**src/rtl/tx_reconfig_pkg.sv**
```systemverilog
package tx_reconfig_pkg;
  typedef enum logic [2:0] {
    ST_IDLE,
    ST_RST_DWELL,
    ST_WINDOW,
    ST_LOCK_DWELL,
    ST_LOCK_CHK
  } seq_state_e;
endpackage

```
**src/rtl/rsq_sync.sv**
```systemverilog
module rsq_sync #(
  parameter int WIDTH = 1
) (
  input  logic             clk_i,
  input  logic             rst_ni,
  input  logic [WIDTH-1:0] d_i,
  output logic [WIDTH-1:0] q_o
);
  logic [WIDTH-1:0] meta_q, sync_q;

  always_ff @(posedge clk_i or negedge rst_ni) begin
    if (!rst_ni) begin
      meta_q <= '0;
      sync_q <= '0;
    end else begin
      meta_q <= d_i;
      sync_q <= meta_q;
    end
  end

  assign q_o = sync_q;
endmodule

```
**src/rtl/rsq_timer.sv**
```systemverilog
module rsq_timer #(
  parameter int CW   = 8,
  parameter int TMAX = 255
) (
  input  logic          clk_i,
  input  logic          rst_ni,
  input  logic          clr_i,
  output logic [CW-1:0] cnt_o
);
  logic [CW-1:0] cnt_q;

  // saturating up-counter, zero on clear
  always_ff @(posedge clk_i or negedge rst_ni) begin
    if (!rst_ni)                 cnt_q <= '0;
    else if (clr_i)              cnt_q <= '0;
    else if (cnt_q != CW'(TMAX)) cnt_q <= cnt_q + 1'b1;
  end

  assign cnt_o = cnt_q;
endmodule

```
**src/rtl/tx_reconfig_seq.sv**
```systemverilog
module tx_reconfig_seq
  import tx_reconfig_pkg::*;
#(
  parameter int CLK_MHZ       = 125,
  parameter int ANA_DWELL_US  = 70,
  parameter int LOCK_DWELL_US = 70,
  parameter int DIG_HOLD_US   = 2
) (
  input  logic clk_i,
  input  logic rst_ni,
  input  logic req_i,
  input  logic pll_cal_busy_i,
  input  logic tx_cal_busy_i,
  input  logic pll_locked_i,
  input  logic cfg_done_i,
  output logic grant_o,
  output logic pll_pwrdn_o,
  output logic tx_ana_rst_o,
  output logic tx_dig_rst_o,
  output logic ready_o
);
  localparam int ANA_CYC  = (CLK_MHZ * ANA_DWELL_US  < 1) ? 1 : CLK_MHZ * ANA_DWELL_US;
  localparam int LOCK_CYC = (CLK_MHZ * LOCK_DWELL_US < 1) ? 1 : CLK_MHZ * LOCK_DWELL_US;
  localparam int HOLD_CYC = (CLK_MHZ * DIG_HOLD_US   < 1) ? 1 : CLK_MHZ * DIG_HOLD_US;
  localparam int TMAX_AL  = (ANA_CYC > LOCK_CYC) ? ANA_CYC : LOCK_CYC;
  localparam int TMAX     = (TMAX_AL > HOLD_CYC) ? TMAX_AL : HOLD_CYC;
  localparam int CW       = $clog2(TMAX + 1);

  seq_state_e    state_q, state_d;
  logic [2:0]    async_raw, async_s;
  logic          pll_busy_s, tx_busy_s, lock_s;
  logic          tmr_clr;
  logic [CW-1:0] cnt;
  logic          pwrdn_q, ana_q, dig_q, grant_q, ready_q;

  assign async_raw = {pll_locked_i, tx_cal_busy_i, pll_cal_busy_i};

  rsq_sync #(.WIDTH(3)) u_sync (
    .clk_i  (clk_i),
    .rst_ni (rst_ni),
    .d_i    (async_raw),
    .q_o    (async_s)
  );

  assign pll_busy_s = async_s[0];
  assign tx_busy_s  = async_s[1];
  assign lock_s     = async_s[2];

  // cleared on entry to each dwell; keeps running through lock check to time the digital hold
  assign tmr_clr = (state_d != state_q) &&
                   (state_d == ST_RST_DWELL || state_d == ST_LOCK_DWELL);

  rsq_timer #(.CW(CW), .TMAX(TMAX)) u_tmr (
    .clk_i  (clk_i),
    .rst_ni (rst_ni),
    .clr_i  (tmr_clr),
    .cnt_o  (cnt)
  );

  always_comb begin
    state_d = state_q;
    unique case (state_q)
      ST_IDLE:       if (req_i && !pll_busy_s && !tx_busy_s) state_d = ST_RST_DWELL;
      ST_RST_DWELL:  if (cnt == CW'(ANA_CYC - 1))            state_d = ST_WINDOW;
      ST_WINDOW:     if (cfg_done_i)                         state_d = ST_LOCK_DWELL;
      ST_LOCK_DWELL: if (cnt == CW'(LOCK_CYC - 1))           state_d = ST_LOCK_CHK;
      ST_LOCK_CHK:   if (lock_s && cnt >= CW'(HOLD_CYC - 1)) state_d = ST_IDLE;
      default:                                               state_d = ST_IDLE;
    endcase
  end

  // outputs registered from next state: glitch-free, no added latency
  always_ff @(posedge clk_i or negedge rst_ni) begin
    if (!rst_ni) begin
      state_q <= ST_IDLE;
      pwrdn_q <= 1'b0;
      ana_q   <= 1'b0;
      dig_q   <= 1'b0;
      grant_q <= 1'b0;
      ready_q <= 1'b1;
    end else begin
      state_q <= state_d;
      pwrdn_q <= (state_d == ST_RST_DWELL) || (state_d == ST_WINDOW);
      ana_q   <= (state_d == ST_RST_DWELL) || (state_d == ST_WINDOW);
      dig_q   <= (state_d != ST_IDLE);
      grant_q <= (state_d == ST_WINDOW);
      ready_q <= (state_d == ST_IDLE);
    end
  end

  assign pll_pwrdn_o  = pwrdn_q;
  assign tx_ana_rst_o = ana_q;
  assign tx_dig_rst_o = dig_q;
  assign grant_o      = grant_q;
  assign ready_o      = ready_q;

  // independent age counters for the dwell checks
  logic [CW-1:0] ana_age_q, rel_age_q;
  always_ff @(posedge clk_i or negedge rst_ni) begin
    if (!rst_ni) begin
      ana_age_q <= '0;
      rel_age_q <= '0;
    end else begin
      if (!tx_ana_rst_o)                ana_age_q <= '0;
      else if (ana_age_q != CW'(TMAX))  ana_age_q <= ana_age_q + 1'b1;
      if (tx_ana_rst_o || !tx_dig_rst_o) rel_age_q <= '0;
      else if (rel_age_q != CW'(TMAX))   rel_age_q <= rel_age_q + 1'b1;
    end
  end


  start_idle_chk: assert property (@(posedge clk_i) disable iff (!rst_ni)
    $rose(tx_ana_rst_o) |-> $past(!pll_busy_s && !tx_busy_s));


  ana_dwell_chk: assert property (@(posedge clk_i) disable iff (!rst_ni)
    $rose(grant_o) |-> (ana_age_q >= CW'(ANA_CYC)));


  grant_done_chk: assert property (@(posedge clk_i) disable iff (!rst_ni)
    $fell(grant_o) |-> $past(cfg_done_i));


  ana_after_done_chk: assert property (@(posedge clk_i) disable iff (!rst_ni)
    $fell(tx_ana_rst_o) |-> ($past(cfg_done_i) && !pll_pwrdn_o));


  dig_lock_chk: assert property (@(posedge clk_i) disable iff (!rst_ni)
    $fell(tx_dig_rst_o) |-> $past(lock_s));


  dig_hold_chk: assert property (@(posedge clk_i) disable iff (!rst_ni)
    $fell(tx_dig_rst_o) |-> (rel_age_q >= CW'(HOLD_CYC)));
endmodule

```
**config.mk**
```make
export PLATFORM = sky130hd
export DESIGN_NAME = tx_reconfig_seq
export DESIGN_NICKNAME = d
export VERILOG_FILES = /design/src/rtl/tx_reconfig_pkg.sv /design/src/rtl/rsq_sync.sv /design/src/rtl/rsq_timer.sv /design/src/rtl/tx_reconfig_seq.sv
export SDC_FILE = /design/constraint.sdc
export NUM_CORES = 1
export LEC_CHECK = 0
export BUFFER_PORTS_ARGS = -buffer_cell sky130_fd_sc_hd__buf_2
export CAP_MARGIN = 20
export CORE_ASPECT_RATIO = 0.5
export CORE_UTILIZATION = 45
export CTS_CLUSTER_SIZE = 16
export DETAILED_ROUTE_END_ITERATION = 12
export PLACE_DENSITY = 0.74
export SYNTH_ARGS = -nofsm -noshare
export SYNTH_HDL_FRONTEND = slang
export SYNTH_HIERARCHICAL = 1
export SYNTH_SLANG_ARGS = --single-unit
```
**constraint.sdc**
```tcl
create_clock -name clk_i -period 4.85 [get_ports clk_i]
set_input_delay 0 -clock clk_i [delete_from_list [all_inputs] [get_ports clk_i]]
set_output_delay 0 -clock clk_i [all_outputs]
set_load 0.1 [all_outputs]
```
==> results by stage, run 1 <==
Yosys:
- The count of state elements after synthesis is 27.
- A synthesized cell averages 10.8 um^2.
- In this run, synthesis inferred 0 flip-flops with an integrated enable.
- By area the synthesized netlist is led by sky130_fd_sc_hd__dfrtp_1, sky130_fd_sc_hd__nor2_1, sky130_fd_sc_hd__a21oi_1.
- The synthesized net count is 132.
- The Yosys step of the flow raised 6 warnings.
- The sequential cell area fraction in the yosys report is 0.511.
- The area fraction of the dominant cell type after synthesis is 0.491.
- The prevailing post-synth register cell is sky130_fd_sc_hd__dfrtp_1.
- The mapped netlist covers 0.00132 mm^2.
- The unique cell type count in the Yosys netlist is 40.
- The synthesized instance count is 123.
- Of all flip-flops after synthesis, the portion carrying an async set or reset was 1.00.
- Of all cell types, the one taking the most synthesized area is sky130_fd_sc_hd__dfrtp_1.

Final layout:
- In the layout the commonest cells are sky130_fd_sc_hd__dfrtp_1, sky130_fd_sc_hd__buf_2, sky130_fd_sc_hd__nor2_1.
- The layout overhead on the synthesized area is 13.5%.
- The number of nets in the layout is 149.
- The multi-input combinational cells in the finished layout cover a total of 606 um^2.
- The number of antenna diodes in the final layout is 0.
- Registers take 677 um^2.
- Fill cells in the final layout number 237.
- The library cell used most frequently in the layout, excluding fill and tap cells, is sky130_fd_sc_hd__dfrtp_1.
- After routing the design area is 0.00150 mm^2.
- The utilization of the core after routing is 0.560.
- The ratio of cells with drive above 1 in the final layout is 0.180.

Floorplanning:
- The width of the chip is 78.7 um.
- The number of core rows is 13.
- For this design the top-level I/O count stands at 12.
- For this configuration, the core starts out at a cell density of 0.493.
- From bottom edge to top edge, the die measures 40.4 um.
- The floorplan step defined a core boundary enclosing 0.00268 mm^2.
- The die footprint is 0.00318 mm^2.

Worst setup path:
- The startpoint class of the critical path is a flop.
- The required time reported for the critical path endpoint is 5.01 ns.
- The highest net fanout along the worst path is 17.
- The worst path arrival time is 2.20 ns.
- The critical path starts at state_q[1].
- In this run the critical register-to-register path is launched from state_q[1].
- The critical path class is reg -> reg.
- STA classifies the critical path endpoint as a flop.

STA:
- Based on the critical path, the design can be clocked at up to 492 MHz.
- Setup repair after global routing left no endpoint under its margin.
- Between clock sinks in the finished design, the worst skew comes to 0.00239 ns.
- The final hold violation count was 0.
- The count of final max-slew check failures was 0.
- For the final routed database, the setup TNS stands at 0 ns.
- At the pin with the least slew margin, the transition time is 0.604 ns.
- The tightest hold path in the finished design has a slack of 0.127 ns.
- The setup violation total in the final timing report is 0.
- The share of the cycle needed by the critical path after routing is 0.419.
- The smallest clock period supported by the final layout is computed as 2.03 ns.
- The max-slew headroom at the worst pin is 0.597.

Placement:
- At the end of routability-driven placement, the weighted congestion stood at 0.793.
- The cell area after placement is 0.00141 mm^2.
- Input and output buffers added on the ports amount to 11.
- The HPWL after detailed placement is 1.74 mm.

Outcome:
- The flow ran to the end, and the final reports show no timing, DRC or antenna violations.

Global route:
- The number of antenna violations at the first check in global routing is 0.
- The total grt overflow is 0.
- The largest net degree at the start of global routing is 28.
- Across every metal layer, demand over resource in global routing totals 0.175.
- The first-pass GRT wire length is 4.03 mm.
- The number of global-route vias before repair is 812.

Pwr:
- The worst-case IR drop observed on VDD is 0.175 mV.
- The total power is 590 uW.
- The share of total power dissipated in combinational logic is 0.229.
- Of the total power, the share spent switching nets is 0.350.
- For this design the static power due to leakage is 0.588 nW.
- The internal power summed over all cells is 384 uW.
- The share of total power dissipated in the clock network is 0.221.
- Summed over all nets, the switching power comes to 206 uW.
- The sequential fraction of design power is 0.550.
- The power per cell area is 393 mW/mm^2.

Clock network:
- CTS built an H-tree with a depth of 1.
- For this design, the sink count on the clock tree is 27.
- The clock transition at the register clock pins on the worst setup and hold paths after CTS is 0.09 ns.
- The clock passes through at most 2 buffers.
- The clock latency at the later pin of the worst-skew pair is 0.27 ns.
- The number of buffers added for setup after CTS is 0.
- The cell chosen for the clock root is sky130_fd_sc_hd__clkbuf_8.
- Once the clock tree was built, the resizer swapped 0 gates to a different size.
- TritonCTS built the clock tree.
- The number of clock buffers added by TritonCTS is 3.

Drt:
- The remaining number of nets flagged by the antenna check after routing is 0.
- Dividing the detail-routed wire length by the instance count gives 14.4 um.
- The number of iterations in the first detailed-routing pass is 4.
- In the routed design, unresolved DRC markers number 0.
- The final layout contains routed wiring with a total length of 2.54 mm.
- The detailed router finished its first iteration with 72 violations.
- The number of vias per cell after detailed routing is 5.79.
- The total number of vias is 1019.

Hold path:
- The start point of the worst min-delay path is cfg_done_i.
- The path class of the tightest hold or removal check is in -> reg.

Flow run:
- Across the run, the number of max-cap violations was 0.
[per-stage QoR]
| stage | std cells | worst slack [ns] |
|---|---|---|
| after global routing | 176 | 2.66 |
| after floorplan | 123 | 2.52 |
| after CTS | 176 | 2.82 |
| final | 176 | 2.82 |
| after detailed placement | 168 | 2.86 |
| after global placement | 168 | 2.87 |
[sequential cells by signal (all words and copies together), names as in the netlist]
name / flops
grant_o: 1
ready_o: 1
state_q: 3
tx_ana_rst_o: 1
tx_dig_rst_o: 1
u_sync/meta_q: 3
u_sync/q_o: 3
u_tmr/cnt_o: 14
[path summary, 6_finish.rpt]
check,to,slack [ns],cells after the start
max in group asynchronous,grant_o,4.20,2
min reg2reg,u_sync/q_o[0],0.36,0
max,u_tmr/cnt_o[0],2.82,6
min,state_q[0],0.13,3
min in group asynchronous,u_tmr/cnt_o[3],0.26,2
max reg2reg,u_tmr/cnt_o[0],2.82,6
[kinds of logic (layout without fill, tap and decap cells)]
| family | after synthesis | count (layout) | share of synthesized area |
|---|---|---|---|
| adders and majority gates | 2 | 2 | 0.0189 |
| xor gates and xnor gates | 1 | 1 | 0.00662 |
| muxes | 5 | 5 | 0.0416 |
| buffers and inverters | 10 | 26 | 0.0312 |
| AOI/OAI and AO/OA | 24 | 24 | 0.134 |
| and+or+nand+nor | 54 | 54 | 0.256 |
| DFF | 27 | 27 | 0.511 |
[critical path, cell delays in order, from the launching register on]
cell and delay [ns]:
sky130_fd_sc_hd__dfrtp_1 0.52, sky130_fd_sc_hd__nor4b_1 0.56, sky130_fd_sc_hd__a21oi_1 0.08, sky130_fd_sc_hd__nor3_1 0.16
sky130_fd_sc_hd__buf_4 0.24, sky130_fd_sc_hd__nor2_1 0.07, sky130_fd_sc_hd__mux2_1 0.29
[power by group through the flow]
stage	clock, mW	combinational [mW]	sequential (mW)
after floorplan	0	0.105	0.309
after global placement	0	0.125	0.326
after detailed placement	0	0.132	0.327
after CTS	0.134	0.135	0.324
after global routing	0.141	0.150	0.334
final	0.130	0.135	0.325
[per-layer routing]
metal / track usage / share of wire / up-vias
met3: 0.0477 / 0.031 / 0
met4: 0.0417 / 0 / 0
met5: 0 / 0 / -
li1: - / - / 499
met2: 0.283 / 0.45 / 19
met1: 0.240 / 0.52 / 501
[final cells by class]
type	instances	share of cell area
Multi-Input combinational cell	86	0.403
Clock buffer	3	0.0275
Sequential cell	27	0.450
Timing Repair Buffer	16	0.0683
Tap cell	37	0.0308
Inverter	6	0.0150
Clock inverter	1	0.00500
[cells in the mapped netlist (all sizes together), types with 2 or more instances]
cell type / n
o21ai: 4
a31oi: 2
clkbuf: 3
or3: 4
dfrtp: 26
or4b: 2
ha: 2
nor3: 5
or2: 2
nand4: 2
nand2: 4
o31ai: 4
nand3: 4
inv: 6
nor2: 10
mux2: 4
nand3b: 2
or4: 6
nor4: 5
a21oi: 7
nor2b: 4
[what timing repair did]
action	4_1_cts	5_1_grt
endpoints found under the setup margin	0	0
hold endpoints to repair	29	0
hold buffers	4	0
(Power assumes the default switching activity.)
==> inputs of run 2 (changes only) <==
--- a/config.mk
+++ b/config.mk
@@ -5,6 +5,7 @@
 export SDC_FILE = /design/constraint.sdc
 export NUM_CORES = 1
 export LEC_CHECK = 0
+export ABC_AREA = 1
 export BUFFER_PORTS_ARGS = -buffer_cell sky130_fd_sc_hd__buf_2
 export CAP_MARGIN = 20
 export CORE_ASPECT_RATIO = 0.5
==> constraint.sdc (replaced) <==
create_clock -name clk_i -period 2.1 [get_ports clk_i]
set_input_delay 0 -clock clk_i [delete_from_list [all_inputs] [get_ports clk_i]]
set_output_delay 0 -clock clk_i [all_outputs]
set_load 0.1 [all_outputs]
==> results by stage, run 2 <==
Outcome:
- The run finished with clean final reports.

STA:
- The count of final max-slew check failures was 0.
- Subtracting the final worst setup slack from the clock period gives 1.48 ns.
- The share of the cycle needed by the critical path after routing is 0.705.
- The final hold violation count is 0.
- Between clock sinks in the finished design, the worst skew comes to 0.00422 ns.
- The max-slew headroom at the worst pin is 0.602.
- The setup violation total in the final timing report is 0.
- Setup repair after global routing left no endpoint under its margin.
- The measured slew at the worst slew-check pin is 0.597 ns.
- In the final timing run, aggregate negative setup slack is 0 ns.
- The maximum clock frequency is 675 MHz.

Drt:
- In this run, the number of DRC markers left after iteration 0 of detailed routing was 83.
- The number of vias per cell after detailed routing is 4.81.
- For this run, design rule violations remaining after detail routing come to 0.
- The remaining number of nets flagged by the antenna check after routing is 0.
- Dividing the detail-routed wire length by the instance count gives 10.8 um.
- The total number of vias is 1400.
- The overall routed net length is 3.14 mm.
- Before antenna repair, the detailed router went through 4 iterations.

Worst setup path:
- Walking the worst path, the cells encountered are inv_1 > ha_1 > inv_1 > nor2_2 > nand3_2 > nor2_4 > nand2_2 > nand2_1 > inv_1.
- STA classifies the critical path endpoint as a flop.
- The required time reported for the critical path endpoint is 2.28 ns.
- The critical path is of the reg -> reg type.
- Counting stages on the worst path, the most repeated cell is sky130_fd_sc_hd__inv_1.
- In this run the worst path has a maximum fanout of 8.
- STA puts the critical path data arrival time at 1.66 ns.
- The delay of the slowest critical-path stage is 0.48 ns.
- STA classifies the critical path startpoint as a flop.
- For this design, the slowest cell found on the critical path is sky130_fd_sc_hd__dfrtp_1.

Pwr:
- The total power is 900 uW.
- The static leakage is 0.894 nW.
- IR analysis of the VDD net gives a maximum drop of 0.242 mV.
- Power spread over the standard cell area amounts to 496 mW/mm^2.

Yosys:
- The Yosys warning count is 6.
- Averaged over all synthesized cells, the footprint is 7.17 um^2.
- The synthesized design spends more area on one cell type than any other, namely sky130_fd_sc_hd__dfrtp_1.
- The most used standard cell by instance count after synthesis is sky130_fd_sc_hd__nand2_1.
- Counting flops with a built-in enable in the synthesized netlist gives 0.
- Counting every instance in the synthesized netlist gives 225.
- Sorting the synthesized cells by area gives the leading types as sky130_fd_sc_hd__dfrtp_1, sky130_fd_sc_hd__nand2_1, sky130_fd_sc_hd__nor2_1.
- The sequential cell area fraction in the yosys report is 0.419.
- The unique cell type count in the Yosys netlist is 25.
- The synthesized net count is 234.
- After synthesis the cells add up to 0.00161 mm^2.
- Ranked by instance count, the synthesized netlist is headed by sky130_fd_sc_hd__nand2_1, sky130_fd_sc_hd__nor2_1, sky130_fd_sc_hd__dfrtp_1, sky130_fd_sc_hd__inv_1, sky130_fd_sc_hd__nand3_1.
- The share of synthesized area in the top cell type comes to 0.403.
- The fraction of registers with async set/reset is 1.00.
- The count of state elements after synthesis is 27.
- The prevailing post-synth register cell is sky130_fd_sc_hd__dfrtp_1.

Clock network:
- TritonCTS built the clock tree.
- The clock latency at the later pin of the worst-skew pair is 0.28 ns.
- In this run, post-CTS repair resized a total of 0 instances.
- The count of H-tree levels built during CTS is 1.
- Counting the buffers created by CTS gives 3.
- The tree is rooted in a sky130_fd_sc_hd__clkbuf_8.
- The clock net in this run drives a total of 27 sinks.
- The number of buffers added for setup after CTS is 0.
- Clock-pin slew was measured on the worst setup and hold paths at 0.09 ns.
- The number of hold buffers added after CTS was 4.
- The clock passes through at most 2 buffers.

Placement:
- The placed wire-length estimate after detailed placement is 2.29 mm.
- After detailed placement, the total cell area comes to 0.00172 mm^2.
- The congestion estimate from routability-driven global placement came to 0.888.
- The count of port buffers added during placement is 11.
- The cell total after placement is 283.

Global route:
- Entering global routing, the biggest net connects 28 pins.
- The number of global-route vias before repair is 1239.
- The first-pass GRT wire length is 5.36 mm.
- After global routing the overflow that remains totals 0.
- The number of antenna violations at the first check in global routing is 0.
- For this run, the total global-route usage over all layers was measured as 0.189.

Final layout:
- The area occupied by multi-input gates is 816 um^2.
- The finished layout holds 291 standard cells, fillers aside.
- Of the cells placed in the final design, the portion with a size suffix greater than 1 is 0.181.
- The repair_antennas step left the layout with diodes totalling 0.
- Compared with the post-synthesis result, the final layout area differs by 12.3%.
- The area occupied by registers is 677 um^2.
- For this run, the share of the core covered by cells in the final layout is 0.566.
- The library cells used most frequently in the layout, excluding fill and tap cells, are sky130_fd_sc_hd__nand2_1, sky130_fd_sc_hd__nor2_1, sky130_fd_sc_hd__inv_1, sky130_fd_sc_hd__dfrtp_1, sky130_fd_sc_hd__nand3_1.
- The flip-flop count of the largest register after layout is 14.
- The library cell used most frequently in the layout, excluding fill and tap cells, is sky130_fd_sc_hd__nand2_1.
- Once layout is done, the placed cells without fillers occupy 0.00181 mm^2.
- After the last flow step, the layout net total stands at 253.
- The number of fill cells is 304.

Floorplanning:
- The height of the die is 44.4 um.
- The number of top-level pins is 12.
- The die covers 0.00384 mm^2.
- The number of core rows is 14.
- From left edge to right edge, the die measures 86.7 um.
- The placeable core area is 0.00321 mm^2.
- For this configuration, the core starts out at a cell density of 0.504.

Flow run:
- The number of max-cap violations is 0.

Hold path:
- The class of the tightest hold or removal check is in -> reg.
[run 2: cell count changes after synthesis, moves of 9 or more]
cell	delta
sky130_fd_sc_hd__nand2_1	+58
sky130_fd_sc_hd__nor2_1	+32
sky130_fd_sc_hd__inv_1	+20
sky130_fd_sc_hd__nand3_1	+16
sky130_fd_sc_hd__nor2_2	+9
[run 2: per-layer routing]
metal / global-route usage / share of wire / up-vias
met1: 0.254 / 0.50 / 628
met4: 0.0633 / 0.0092 / 0
met2: 0.302 / 0.43 / 38
li1: - / - / 730
met5: 0 / 0 / -
met3: 0.0504 / 0.058 / 4
[run 2: logic make-up (layout without fill, tap and decap cells)]
group	Yosys count	count (layout)	share of synthesized area
xor gates and xnor gates	2	2	0.0109
and+or+nand+nor	153	153	0.443
AOI/OAI and AO/OA	10	10	0.0357
buffers and inverters	31	49	0.0752
DFF	27	27	0.419
adders and majority gates	2	2	0.0155
[run 2: final cells by class]
cell class | count | area share
multi-input cells | 167 | 0.450
flip-flops and latches | 27 | 0.373
inverters | 29 | 0.0600
repair buffers | 16 | 0.0566
well taps | 48 | 0.0331
clock buffers | 3 | 0.0228
clock inverters | 1 | 0.00414
[run 2: through the flow]
stage	hold WS (ns)	setup WS (ns)
final	0.238	0.619
after detailed placement	0.0502	0.659
after global placement	0.0301	0.653
after CTS	0.228	0.641
after floorplan	-0.296	0.741
after global routing	0.256	0.472
[run 2: worst paths after layout]
kind,start,end,slack (ns),cells after the start
min reg2reg,u_sync/meta_q[1],u_sync/q_o[1],0.35,0
min,req_i,u_tmr/cnt_o[7],0.24,5
max in group asynchronous,rst_ni,u_sync/meta_q[0],1.45,2
max reg2reg,u_tmr/cnt_o[0],u_tmr/cnt_o[4],0.62,9
min in group asynchronous,rst_ni,u_tmr/cnt_o[5],0.25,2
max,u_tmr/cnt_o[0],u_tmr/cnt_o[4],0.62,9
[run 2: where the power goes]
part           internal [mW]  switching (mW)  leakage [nW]
clock network          0.135           0.167        0.0217
logic                 0.0195          0.0303         0.542
registers              0.532          0.0166         0.331
[run 2: critical path, delay by kind of cell (launching register included)]
family                   cells  cell delay, ns
buffers and inverters        3            0.24
flip-flops                   1            0.48
adder cells (fa/ha/maj)      1            0.20
AND/OR/NAND/NOR              5            0.48
==> inputs of run 3 (changes only) <==
==> constraint.sdc (replaced) <==
create_clock -name clk_i -period 1.5 [get_ports clk_i]
set_input_delay 0 -clock clk_i [delete_from_list [all_inputs] [get_ports clk_i]]
set_output_delay 0 -clock clk_i [all_outputs]
set_load 0.1 [all_outputs]
==> results by stage, run 3 (synthesized netlist as in run 2, its figures left out) <==
Outcome:
- The run finished with clean final reports.

Drt:
- The average wire length per cell after detail routing is 11.2 um.
- The count of nets left with antenna violations once routing finished came out at 0.
- For this block, the routed nets add up to 3.40 mm of wire.
- The first detailed-routing pass ran for 4 iterations.
- The total number of vias is 1475.
- The initial detailed-routing violation count is 63.
- The total DRC errors in the routed layout is 0.
- The number of vias per cell after detailed routing is 4.87.

Pwr:
- The internal power summed over all cells is 966 uW.
- Overall power consumption after layout is estimated at 1.27 mW.
- Of the total power, the share spent switching nets is 0.242.
- The share of total power dissipated in combinational logic is 0.062.
- Summed over all cells, the static leakage comes to 0.951 nW.
- The power per cell area is 655 mW/mm^2.
- The sequential fraction of design power is 0.602.
- The power dissipated by switching net loads is 309 uW.
- The peak supply drop is 0.321 mV.
- Of the total power, the clock network draws 0.337.

Worst setup path:
- The startpoint class of the critical path is a flop.
- The required time reported for the critical path endpoint is 1.68 ns.
- STA classifies the critical path endpoint as a flop.
- The number of cells on the worst reg-to-reg path is 7.
- By startpoint and endpoint, the worst setup path is classified as reg -> reg.
- The highest net fanout along the worst path is 8.
- Data on the critical path arrives at its endpoint at 1.64 ns.

Hold path:
- The worst hold path belongs to the class in -> async.

Global route:
- Entering global routing, the biggest net connects 28 pins.
- The first global-routing pass estimated 5.64 mm of wire.
- The combined global-route utilization of all metal layers is 0.193.
- The number of antenna violations at the first check in global routing came to 0.
- The number of global-route vias before repair is 1290.
- The total grt overflow is 0.

STA:
- For the pin with the worst max-slew slack, the measured transition is 0.618 ns.
- The count of final max-slew check failures was 0.
- For this run, the top clock speed supported by timing is 686 MHz.
- Dividing the final minimum period by the clock period gives 0.972.
- The final hold violation count was 0.
- The setup violation total in the final timing report is 0.
- The worst pin sits at a relative slew slack of 0.588.
- The worst setup skew after layout is 0.00557 ns.
- The clock period could shrink to 1.46 ns.

Final layout:
- The total inserted antenna cells is 0.
- The ratio of cells with drive above 1 in the final layout is 0.263.
- Summing all non-filler instances in the final layout gives an area of 0.00195 mm^2.
- The flip-flop count of the largest register after layout is 14.
- The top cell types in the final layout, fill and taps aside, are sky130_fd_sc_hd__nand2_1, sky130_fd_sc_hd__nor2_1, sky130_fd_sc_hd__inv_1.
- The number of fill cells is 267.
- The area growth from synthesis to layout is 20.6%.
- The library cell used most frequently in the layout, excluding fill and tap cells, is sky130_fd_sc_hd__nand2_1.
- After the last flow step, the layout net total stands at 265.

Placement:
- The placed wire-length estimate after detailed placement is 2.41 mm.
- Port buffering added 11 buffers.
- The cell area after placement is 0.00176 mm^2.
- Routability-driven placement finished with a final weighted congestion of 0.915.

Floorplanning:
- The placeable core area is 0.00321 mm^2.
- For this configuration, the core starts out at a cell density of 0.504.
- The number of top-level pins is 12.
- The die is 86.7 um wide.
- The floorplan has 14 rows.
- The height of the die is 44.4 um.
- The die footprint is 0.00384 mm^2.

Clock network:
- In this run the clock root is driven by a sky130_fd_sc_hd__clkbuf_8.
- In this run the deepest clock path goes through 2 buffers.
- The number of CTS-inserted buffers is 3.
- The count of H-tree levels built during CTS is 1.
- TritonCTS built the clock tree.
- The TritonCTS sink count is 27.
- Clock latency on the worst-skew pair, taken at its later pin, is 0.28 ns.
- The clock transition at the register clock pins on the worst setup and hold paths after CTS is 0.10 ns.

Flow run:
- The number of max-cap violations is 0.
run 3: final timing paths:
| path | startpoint | endpoint | slack, ns |
|---|---|---|---|
| max in group asynchronous | rst_ni | state_q[0] | 0.80 |
| hold reg to reg | u_sync/meta_q[0] | u_sync/q_o[0] | 0.36 |
| setup / recovery | state_q[2] | u_tmr/cnt_o[0] | 0.04 |
| setup reg to reg | state_q[2] | u_tmr/cnt_o[0] | 0.04 |
| min in group clk_i | req_i | u_tmr/cnt_o[7] | 0.28 |
| hold / removal | rst_ni | u_tmr/cnt_o[13] | 0.26 |
run 3: repair_timing:
item / 4_1_cts / 5_1_grt
endpoints found under the hold margin: 29 / 0
endpoints found under the setup margin: 0 / 15
setup buffers: 0 / 7
resized for setup: 0 / 13
hold buffers: 4 / 0
run 3: final cells by class:
type	instances	area, um^2	area share
Clock buffer	3	41.3	0.0212
Clock inverter	1	7.51	0.00386
Inverter	29	113	0.0578
Multi-Input combinational cell	167	835	0.429
Sequential cell	27	686	0.352
Tap cell	48	60.1	0.0308
Timing Repair Buffer	28	205	0.105
run 3: power by group through the flow:
stage                     Sequential, mW  Combinational (mW)  Clock, mW
after global routing               0.770              0.0891      0.464
after global placement             0.779              0.0684          0
final                              0.767              0.0784      0.430
after detailed placement           0.780              0.0698          0
after CTS                          0.765              0.0779      0.438
after floorplan                    0.775              0.0367          0
run 3: per-stage QoR:
stage	std cells	utilization	setup TNS (ns)	hold WS [ns]	worst slack, ns
global placement	288	0.550	0	0.0398	0.114
detailed placement	288	0.550	0	0.0480	0.0522
global route	303	0.607	-0.227	0.302	-0.0368
finish	303	0.607	0	0.256	0.0425
floorplan	225	-	0	-0.296	0.141
CTS	296	0.577	0	0.228	0.0303
run 3: routing by layer:
metal  wire (um)  share of wire  GRT usage
met1        1700           0.50      0.256
met2        1510           0.44      0.319
met3         172          0.051     0.0522
met4          24         0.0071     0.0500
met5           0              0          0
run 3: worst max-delay path, cell delays in order, from the launching register on:
cell                         delay (ns)
sky130_fd_sc_hd__dfrtp_1           0.43
sky130_fd_sc_hd__inv_2             0.13
sky130_fd_sc_hd__nand3b_4          0.11
sky130_fd_sc_hd__o21ai_4           0.18
sky130_fd_sc_hd__clkinvlp_4        0.19
sky130_fd_sc_hd__buf_12            0.18
sky130_fd_sc_hd__nand3_1           0.08
sky130_fd_sc_hd__nand2_1           0.06
